--- config.mk ---
export PLATFORM = sky130hd
export DESIGN_NAME = crcchk_tracker
export DESIGN_NICKNAME = d
export VERILOG_FILES = /design/src/rtl/crcchk_pkg.sv /design/src/rtl/crcchk_tracker.sv
export SDC_FILE = /design/constraint.sdc
export NUM_CORES = 1
export LEC_CHECK = 0
export BUFFER_PORTS_ARGS = -buffer_cell sky130_fd_sc_hd__buf_2
export CAP_MARGIN = 30
export CORE_UTILIZATION = 53
export CTS_CLUSTER_DIAMETER = 30
export DETAILED_ROUTE_END_ITERATION = 8
export PLACE_DENSITY = 0.72
export SYNTH_ARGS = -nofsm -noshare
export SYNTH_HDL_FRONTEND = slang
export SYNTH_SLANG_ARGS = --single-unit
--- constraint.sdc ---
create_clock -name clk -period 1.65 [get_ports clk]
set_clock_uncertainty 0.1 [all_clocks]
set_input_delay 0.0825 -clock clk [delete_from_list [all_inputs] [get_ports clk]]
set_output_delay 0.0825 -clock clk [all_outputs]
set_load 0.005 [all_outputs]
--- src/rtl/crcchk_pkg.sv ---
package crcchk_pkg;

  // Shift one data word into a CRC state, most significant bit first.
  function automatic logic [63:0] crc_update(input logic [63:0] state,
                                             input logic [63:0] word,
                                             input int unsigned crc_w,
                                             input int unsigned data_w,
                                             input logic [63:0] poly);
    logic [63:0] c;
    logic [63:0] mask;
    logic        fb;
    mask = (crc_w >= 64) ? '1 : ((64'd1 << crc_w) - 64'd1);
    c = state & mask;
    for (int i = 63; i >= 0; i--) begin
      if (i < int'(data_w)) begin
        fb = c[crc_w-1] ^ word[i];
        c  = (c << 1) & mask;
        if (fb) c = c ^ (poly & mask);
      end
    end
    return c;
  endfunction

endpackage

--- src/rtl/crcchk_tracker.sv ---
module crcchk_tracker #(
  parameter int unsigned DATA_W = 16,
  parameter int unsigned CRC_W  = 22,
  parameter logic [CRC_W-1:0] POLY = 22'h000003
) (
  input  logic              clk,
  input  logic              rst,
  input  logic              in_valid,
  input  logic              in_sof,
  input  logic              in_eof,
  input  logic [DATA_W-1:0] in_data,
  output logic              bad
);
  localparam int unsigned HALF_W = CRC_W / 2;

  logic              in_frame;
  logic [1:0]        held;
  logic [DATA_W-1:0] h1, h2;
  logic [CRC_W-1:0]  crc, crc_nx, rx;
  logic              frame_open, too_short;

  always_comb begin
    crc_nx     = CRC_W'(crcchk_pkg::crc_update(64'(crc), 64'(h2), CRC_W, DATA_W, 64'(POLY)));
    rx         = {h2[HALF_W-1:0], h1[HALF_W-1:0]};
    frame_open = in_sof | in_frame;
    too_short  = in_sof | (held != 2'd2);
    bad        = in_valid & in_eof & frame_open & (too_short | (crc != rx));
  end

  // Two-word hold line: a word enters the CRC only once two newer words exist.
  always_ff @(posedge clk) begin
    if (rst) begin
      in_frame <= 1'b0;
      held     <= 2'd0;
      h1       <= '0;
      h2       <= '0;
      crc      <= '0;
    end else if (in_valid) begin
      if (in_sof) begin
        in_frame <= ~in_eof;
        held     <= 2'd1;
        crc      <= '0;
        h1       <= in_data;
      end else if (in_frame) begin
        if (in_eof) begin
          in_frame <= 1'b0;
        end else begin
          if (held == 2'd2) crc <= crc_nx;
          else              held <= held + 2'd1;
          h2 <= h1;
          h1 <= in_data;
        end
      end
    end
  end
endmodule

==> flow_summary.json, run 1 <==
{
  "cts_root_buf": "clkbuf_8",
  "worst_slack_ps": -226,
  "cts_tree": "yes",
  "hp-class": "in -> reg",
  "start_util": 0.554,
  "areaGrowthSynthToFinish_pct": 27.2,
  "die_w_um": 72.5,
  "synthesis.area_um2": 2640,
  "synth-async-reset-ratio": 0,
  "fmax_mhz": 533,
  "yosys-top-cells-area": "dfxtp_1, xnor2_1, nand2_1",
  "nNetsFinal": 369,
  "yosysWarningCount": 0,
  "regArea_um2": 1160,
  "worstSetupPathType": "reg -> out",
  "crit_required_ps": 1470,
  "synth_fp_nets": 321,
  "setup_tns_ps": -232,
  "grt_pass1_wl_um": 10200,
  "min_period_over_period": 1.14,
  "drc_errors": 0,
  "placed_area_um2": 2790,
  "setup.worst_path.end_class": "primary output",
  "multi_input_area_um2": 1430,
  "synth.largest_area_cell": "dfxtp_1",
  "cts_sinks": 57,
  "diodes": 0,
  "slew_headroom": 0.717,
  "numCtsBuffers": 9,
  "fp.dieArea_um2": 5260,
  "cp-start-kind": "flip-flop",
  "cap_violations": 0,
  "final_area_um2": 3350,
  "yosysSeqAreaShare": 0.433,
  "p_leak_nw": 1.22,
  "yosysUniqueCellTypes": 32,
  "grt_use_total": 0.268,
  "grt_overflow": 0,
  "cellPowerDensity_nw_per_um2": 899,
  "wirelength_um": 6520,
  "drive_gt1_frac": 0.247,
  "max-vdd-ir-drop_mv": 0.673,
  "synth_ff_type": "dfxtp_1",
  "die_h_um": 72.5,
  "synth_edf_count": 0,
  "clkLatencyLatePin_ps": 350,
  "synth_cells": 299,
  "path_clk_slew_ps": 70,
  "finalCriticalPeriod_ps": 1880,
  "std_cell_rows": 25,
  "setup_violations": 2,
  "core_area_um2": 4750,
  "slew_violations": 0,
  "yosys.area.top_type_share": 0.433,
  "place_ws_ps": 136,
  "grt_max_degree": 58,
  "antenna_found_initial": 0,
  "worstMarginPinSlew_ps": 423,
  "fillCellCount": 368,
  "status": "finished, violations left",
  "grt_pass1_vias": 2143,
  "ys_ff_latch": 57,
  "hold_viol": 0,
  "io_pins": 22,
  "crit_arrival_ps": 1690,
  "h-tree-depth": 3,
  "cp_max_fo": 3,
  "rsz0062_at_grt": "yes",
  "firstDrtPassIters": 4,
  "violations": "setup timing",
  "gp_congestion": 0.856,
  "drt_iter0_markers": 156,
  "avgViaCountPerCell": 5.27,
  "wl_per_cell_um": 15.6,
  "vias": 2210,
  "syn_area_per_cell_um2": 8.82,
  "fin_hold_ws_ps": 64.8,
  "ant_nets": 0,
  "place_hpwl_um": 3700,
  "clockBufferDepth": 2,
  "port_buffers": 21
}
==> worst paths after layout <==
| path | start | to | slack, ps | cells past startpoint |
|---|---|---|---|---|
| max | crc[12] | bad | -230 | 5 |
| min | rst | held[1] | 60 | 3 |
| max reg2reg | held[0] | crc[10] | -10 | 8 |
| min reg2reg | h1[12] | h2[12] | 360 | 2 |
==> where the power goes <==
group / switching, mW / internal (mW) / leakage, nW / total, mW
combinational: 0.115 / 0.116 / 0.644 / 0.231
clock: 0.583 / 0.779 / 0.103 / 1.36
sequential: 0.0220 / 1.40 / 0.470 / 1.42
==> synthesized netlist by cell type, types with 2 or more instances <==
cell type  instances
nand4_1            4
buf_2              6
a22oi_1            6
clkbuf_1           6
nor4_1             2
a2bb2oi_1         15
nor2_1            23
dfxtp_1           57
a21oi_1           35
a211oi_1           2
xnor2_1           51
nand2_1           65
buf_6              6
xor2_1             3
==> layout by cell type, fill, tap and decap left out, drive strengths merged, types with 2 or more instances in the layout <==
| cell type | synthesis | final |
|---|---|---|
| xnor2 | 51 | 51 |
| nand4 | 4 | 4 |
| a2bb2oi | 15 | 15 |
| buf | 12 | 35 |
| a211oi | 2 | 2 |
| dlygate4sd3 | 0 | 18 |
| nor2 | 23 | 23 |
| clkinv | 0 | 2 |
| dfxtp | 57 | 57 |
| xor2 | 3 | 3 |
| nor4 | 2 | 2 |
| clkbuf | 6 | 14 |
| o211ai | 2 | 2 |
| a21oi | 36 | 36 |
| nand2 | 66 | 66 |
| a22oi | 7 | 7 |
==> area by class of cell <==
type,instances,area share
Tap cell,67,0.0250
Sequential cell,57,0.347
Clock buffer,12,0.0463
Timing Repair Buffer,55,0.140
Clock inverter,4,0.0153
Multi-Input combinational cell,223,0.426
Inverter,1,0.00112
==> per-layer routing <==
layer,share of wire,track usage
met1,0.45,0.353
met2,0.45,0.395
met3,0.058,0.0819
met4,0.036,0.137
met5,0,0
==> registers in the layout (all words and copies together) (netlist names) <==
register,flops
h2,16
crc,22
in_frame,1
held,2
h1,16
==> worst max-delay path, stage by stage (launching register included) <==
cell and delay [ps]:
dfxtp_2 350, xnor2_2 190, nand4_1 160, nor4_2 390
a21oi_1 110, buf_2 140
==> logic make-up after synthesis <==
logic type / count (synthesis) / share of synthesized area
AND/OR/NAND/NOR: 103 / 0.168
adder cells (fa/ha/maj): 1 / 0.00475
AO/OA/AOI/OAI: 65 / 0.168
XOR/XNOR: 54 / 0.179
flip-flops: 57 / 0.433
buffers and inverters: 19 / 0.0470
==> what timing repair did <==
| action | CTS | global route |
|---|---|---|
| setup buffers | 6 | 0 |
| hold buffers | 18 | 0 |
| cloned | 0 | 2 |
| pin swaps | 6 | 3 |
| gates resized for setup | 24 | 4 |
| hold endpoints to repair | 17 | 0 |
| setup endpoints to repair | 1 | 3 |
==> metrics by stage <==
step | cells | utilization | power, mW
2_1_floorplan | 299 | - | 1.56
3_3_place_gp | 377 | 0.587 | 1.61
3_5_place_dp | 377 | 0.587 | 1.61
4_1_cts | 417 | 0.689 | 3.00
5_1_grt | 419 | 0.705 | 3.11
6_report | 419 | 0.705 | 3.02
Power figures use the tool's default switching activity.
==> run 2, diff against run 1 <==
- ABC_AREA: unset -> 1
- CORE_UTILIZATION: 53 -> 54
- PLACE_DENSITY: 0.72 -> 0.73
==> run 2 against run 1 <==
Sequential share of layout area down 2.8 points. Hold slack improved by 52 ps. Synthesized area is 12% higher. First-iteration DRC count is 17% lower. Largest power group is now clock. The flow still finishes with violations (setup timing). Via count increased by 26%.
==> flow_summary.json, run 2 <==
{
  "diodes": 0,
  "min_path_cells": 3,
  "rsz0062_at_grt": "yes",
  "status": "finished, violations left",
  "p_leak_nw": 1.56,
  "worstSetupPathType": "reg -> out",
  "yosys-top-cells-area": "dfxtp_1, nand2_1, inv_1",
  "largest-register": "crc",
  "synth.largest_area_cell": "dfxtp_1",
  "numCtsBuffers": 9,
  "slew_violations": 0,
  "synthesis.area_um2": 2950,
  "cts_sinks": 57,
  "synth_fp_nets": 453,
  "gp_congestion": 0.860,
  "crit_required_ps": 1470,
  "clockBufferDepth": 2,
  "slew_headroom": 0.731,
  "place_hpwl_um": 5060,
  "nNetsFinal": 497,
  "place_ws_ps": 177,
  "setup.worst_path.end": "bad",
  "syn_area_per_cell_um2": 6.83,
  "drc_errors": 0,
  "setup.worst_path.end_class": "primary output",
  "wirelength_um": 7320,
  "hold_viol": 0,
  "grt_max_degree": 35,
  "die_w_um": 75.9,
  "synth-async-reset-ratio": 0,
  "startpoint": "held[0]",
  "fp.dieArea_um2": 5750,
  "p_int_mw": 2.74,
  "netlist_top_cells_count": "nand2_1, inv_1, dfxtp_1",
  "core_area_um2": 5170,
  "cp_slowest_cell": "dfxtp_2",
  "violations": "setup timing",
  "placed_area_um2": 3110,
  "antenna_found_initial": 0,
  "synth_compound_area_frac": 0.159,
  "yosys.area.top_type_share": 0.387,
  "drt_iter0_markers": 129,
  "grt_use_total": 0.288,
  "rr_startpoint": "held[0]",
  "synthXorXnorAreaFrac": 0.0535,
  "ys_ff_latch": 57,
  "min_period_over_period": 1.05,
  "final_common_cell": "nand2_1",
  "largest_registers": "crc (22), h1 (16), h2 (16)",
  "rr_endpoint": "crc[11]",
  "yosysSeqAreaShare": 0.387,
  "h-tree-depth": 3,
  "vias": 2794,
  "finalCriticalPeriod_ps": 1730,
  "path_delay_family": "simple AND/OR/NAND/NOR gates",
  "cts_root_buf": "clkbuf_8",
  "final_cell_mix": "nand2_1, inv_1, dfxtp_1, a21oi_1, nor2_1",
  "cap_violations": 0,
  "dp_cells": 514,
  "final_area_um2": 3610,
  "crit_arrival_ps": 1550,
  "reg2reg_slack_ps": 170,
  "path_common_cell": "nand2_1",
  "wl_per_cell_um": 13.3,
  "synth_ff_type": "dfxtp_1",
  "areaGrowthSynthToFinish_pct": 22.6,
  "port_buffers": 21,
  "instances_no_fill": 550,
  "grt_pass1_vias": 2589,
  "pwr-share-clk": 0.513,
  "worstMarginPinSlew_ps": 403,
  "yosysUniqueCellTypes": 26,
  "start_util": 0.569,
  "synth_cells": 431,
  "max-vdd-ir-drop_mv": 0.869,
  "largest_register_ffs": 22,
  "grt_pass1_wl_um": 11900,
  "cellPowerDensity_nw_per_um2": 979,
  "cp_max_fo": 5,
  "setup_violations": 1,
  "cp-start-kind": "flip-flop",
  "worst_slack_ps": -78.7,
  "p_comb_frac": 0.080,
  "fmax_mhz": 578,
  "yosysWarningCount": 0,
  "drive_gt1_frac": 0.181,
  "clkLatencyLatePin_ps": 350,
  "io_pins": 22,
  "pwr-share-seq": 0.407,
  "synthMuxAreaShare": 0,
  "power_mw": 3.54,
  "grt_overflow": 0,
  "worst-path-stages": 12,
  "std_cell_rows": 26,
  "hp-class": "in -> reg",
  "path_clk_slew_ps": 70,
  "synth_most_common_cell": "nand2_1",
  "r2r_cells": 7,
  "cts_tree": "yes",
  "firstDrtPassIters": 4,
  "slowest_delay_ps": 330,
  "yosys.area_share.simple": 0.285,
  "p_sw_frac": 0.226,
  "power_switching_mw": 0.799,
  "die_h_um": 75.9,
  "cp_num_buf_inv": 4,
  "ant_nets": 0,
  "synth_fa_ha_area_frac": 0.00425,
  "cp_cell_sequence": "inv_2 -> ha_4 -> inv_4 -> nor2_2 -> nand2_1 -> nor2_1 -> nand2_1 -> nor2_1 -> nand3_1 -> nand2_1 -> inv_1 -> buf_2",
  "synth_edf_count": 0,
  "synth_top_family_by_area": "simple AND/OR/NAND/NOR gates",
  "postLayoutCoreUtil": 0.698,
  "avgViaCountPerCell": 5.08
}
-- run 2: cell count changes in the layout (fill, tap and decap cells not counted), sizes merged, moves of 3 or more --
cell and delta:
buf -5, nand3 +16, a21oi +13, nand2 +67, clkbuf -4, nor2 +19, inv +62, a2bb2oi -15
a22oi -7, bufinv +3, nand4 -3, o21ai +34, xnor2 -35
-- run 2: routing by layer --
metal | wire, µm | GRT usage | up-vias
met1 | 3230 | 0.351 | 1280
met4 | 146 | 0.128 | 0
met3 | 351 | 0.0794 | 15
li1 | - | - | 1427
met2 | 3590 | 0.474 | 72
met5 | 0 | 0 | -
-- run 2: final cells by class --
class,count,area [µm²]
multi-input cells,297,1500
flip-flops and latches,57,1150
inverters,62,235
repair buffers,48,365
clock buffers,10,138
well taps,70,87.6
clock inverters,6,138
fillers,426,1560
-- run 2: power groups by stage --
stage	combinational, mW	sequential, mW	clock [mW]
after floorplan	0.159	1.46	0
after global placement	0.228	1.47	0
after detailed placement	0.234	1.47	0
after CTS	0.275	1.44	1.85
after global routing	0.316	1.44	1.91
final	0.284	1.44	1.81
-- run 2: worst min-delay path by stage --
stage | startpoint | to | slack [ps]
5_1_grt | rst | crc[7] | 120
3_5_place_dp | in_data[11] | h1[11] | 250
4_1_cts | rst | crc[14] | 90
6_report | rst | crc[7] | 120
2_1_floorplan | rst | crc[0] | 50
3_3_place_gp | in_data[14] | h1[14] | 230
-- run 2: worst register-to-register path, cell delays in order (launching register included) --
cell and delay [ps]:
dfxtp_2 340, inv_2 50, ha_4 160, nor2_1 120, nor2_1 70, inv_2 310, nand2_1 130, a21oi_2 130
-- run 2: stage by stage --
stage / hold slack (ps) / TNS, ps
2_1_floorplan: 51.6 / 0
3_3_place_gp: 229 / 0
3_5_place_dp: 246 / 0
4_1_cts: 93.1 / -120
5_1_grt: 117 / -182
6_report: 116 / -78.7
-- run 2: timing repair --
action                                  CTS  global route
gates resized for setup                   8             6
endpoints found under the setup margin    1             1
hold buffers                             18             0
buffers inserted                          2             0
pin swaps                                 1             0
hold endpoints to repair                 17             0
-- run 2: kinds of logic after synthesis --
group | Yosys count
and+or+nand+nor | 194
xor gates and xnor gates | 18
AOI/OAI and AO/OA | 84
DFF | 57
buffers and inverters | 77
adders and majority gates | 1
==> run 3, diff against run 2 <==
- CORE_UTILIZATION: 54 -> 62
- PLACE_DENSITY: 0.73 -> 0.79
- SKIP_CTS_REPAIR_TIMING: unset -> 1
- clock period: 1.65 -> 2.1 ns (I/O delays scaled with it)
==> run 3 against run 2 <==
The run ends with hold timing left. Sequential power is 22% lower. Combinational power decreased by 32%. Via count down 2.5%. Largest cell class unchanged. Flip-flop and latch count unchanged. Critical path depth stayed put. Critical endpoint unchanged. Wire length is 4.9% lower. Highest routed layer unchanged. Hold slack got worse by 130 ps. Cell count down 5.1%. Global-route usage up 1.6 points. Die area is 13% lower. Cell area decreased by 5.3%. Power decreased by 28%.
==> flow_summary.json, run 3 (synthesis results as in run 2) <==
{
  "cp_max_fo": 5,
  "crit_arrival_ps": 1680,
  "wirelength_um": 6960,
  "cp-start-kind": "flip-flop",
  "firstDrtPassIters": 5,
  "drive_gt1_frac": 0.151,
  "grt_use_total": 0.304,
  "gp_congestion": 0.922,
  "cp_slowest_cell": "dfxtp_1",
  "p_comb_frac": 0.077,
  "final_common_cell": "nand2_1",
  "diodes": 0,
  "drt_iter0_markers": 243,
  "die_h_um": 70.9,
  "slew_headroom": 0.725,
  "violations": "hold timing",
  "std_cell_rows": 24,
  "hp-class": "in -> reg",
  "drc_errors": 0,
  "cts_root_buf": "clkbuf_8",
  "fmax_mhz": 529,
  "areaGrowthSynthToFinish_pct": 16.1,
  "place_hpwl_um": 4880,
  "setup.worst_path.end_class": "primary output",
  "antenna_found_initial": 0,
  "slew_violations": 0,
  "clockBufferDepth": 2,
  "min_period_over_period": 0.899,
  "p_leak_nw": 1.49,
  "crit_required_ps": 1890,
  "largest-register": "crc",
  "grt_pass1_wl_um": 11600,
  "die_w_um": 70.9,
  "ant_nets": 0,
  "avgViaCountPerCell": 5.22,
  "io_pins": 22,
  "h-tree-depth": 3,
  "instances_no_fill": 522,
  "wl_per_cell_um": 13.3,
  "p_int_mw": 1.95,
  "finalCriticalPeriod_ps": 1890,
  "max-vdd-ir-drop_mv": 0.510,
  "p_sw_frac": 0.228,
  "worstMarginPinSlew_ps": 409,
  "port_buffers": 21,
  "setup_tns_ps": 0,
  "cts_tree": "yes",
  "clkLatencyLatePin_ps": 340,
  "path_clk_slew_ps": 70,
  "largest_registers": "crc (22), h1 (16), h2 (16)",
  "largest_register_ffs": 22,
  "rsz0062_at_grt": "no",
  "power_switching_mw": 0.578,
  "cellPowerDensity_nw_per_um2": 740,
  "worstSetupPathType": "reg -> out",
  "core_area_um2": 4470,
  "grt_max_degree": 35,
  "grt_pass1_vias": 2552,
  "numCtsBuffers": 9,
  "cp_cell_sequence": "inv_1 -> ha_1 -> inv_1 -> nor2_1 -> nand2_1 -> nor2_1 -> nand2_1 -> nor2_1 -> nand3_1 -> nand2_1 -> inv_1 -> buf_2",
  "vias": 2723,
  "dp_cells": 494,
  "hold_viol": 3,
  "fin_hold_ws_ps": -13.5,
  "nNetsFinal": 487,
  "setup_violations": 0,
  "slowest_delay_ps": 310,
  "fp.dieArea_um2": 5030,
  "status": "finished, violations left",
  "start_util": 0.658,
  "pwr-share-clk": 0.477,
  "pwr-share-seq": 0.446,
  "grt_overflow": 0,
  "cts_sinks": 57,
  "final_cell_mix": "nand2_1, inv_1, dfxtp_1, nor2_1, a21oi_1",
  "cap_violations": 0
}
run 3: cell types whose count changed in the layout (fill, tap and decap cells not counted), sizes merged:
| cell | before | now |
|---|---|---|
| clkinv | 1 | 2 |
| inv | 63 | 62 |
| clkbuf | 10 | 12 |
| dlygate4sd3 | 18 | 12 |
| bufinv | 4 | 2 |
| buf | 30 | 26 |
run 3: worst max-delay path: cells and delay by family, from the launching register on:
| kind | cells | cell delay (ps) |
|---|---|---|
| buf+inv | 4 | 330 |
| fa+ha+maj | 1 | 160 |
| simple gates | 7 | 540 |
| flops | 1 | 310 |
run 3: through the flow:
step / util / power [mW] / area [µm²] / setup WS [ps]
2_1_floorplan: - / 1.27 / 2950 / 810
3_3_place_gp: 0.684 / 1.33 / 3060 / 586
3_5_place_dp: 0.684 / 1.33 / 3060 / 556
4_1_cts: 0.738 / 2.53 / 3300 / 205
5_1_grt: 0.765 / 2.64 / 3420 / 62.5
6_report: 0.765 / 2.53 / 3420 / 211
run 3: final cells by class:
class                   instances  area [µm²]
well taps                      52        65.1
fillers                       357        1050
inverters                      62         233
flip-flops and latches         57        1140
clock inverters                 4        73.8
repair buffers                 38         263
multi-input cells             297        1480
clock buffers                  12         165
run 3: routing by layer:
metal,global-route usage,share of wire,wire [µm]
met4,0.0978,0.014,97
met5,0,0,0
met2,0.506,0.48,3310
met1,0.374,0.45,3140
met3,0.0983,0.060,417
run 3: power by group through the flow:
stage               logic [mW]  registers [mW]  clock network [mW]
floorplan                0.125            1.15                   0
global placement         0.172            1.15                   0
detailed placement       0.174            1.15                   0
CTS                      0.175            1.13                1.22
global route             0.222            1.13                1.28
finish                   0.194            1.13                1.21
run 3: worst paths after layout:
path	startpoint	to	slack [ps]	depth (start not counted)
max	held[0]	bad	210	12
min	in_data[9]	h1[9]	-10	3
max reg2reg	in_frame	crc[4]	500	7
min reg2reg	h1[15]	h1[15]	360	2
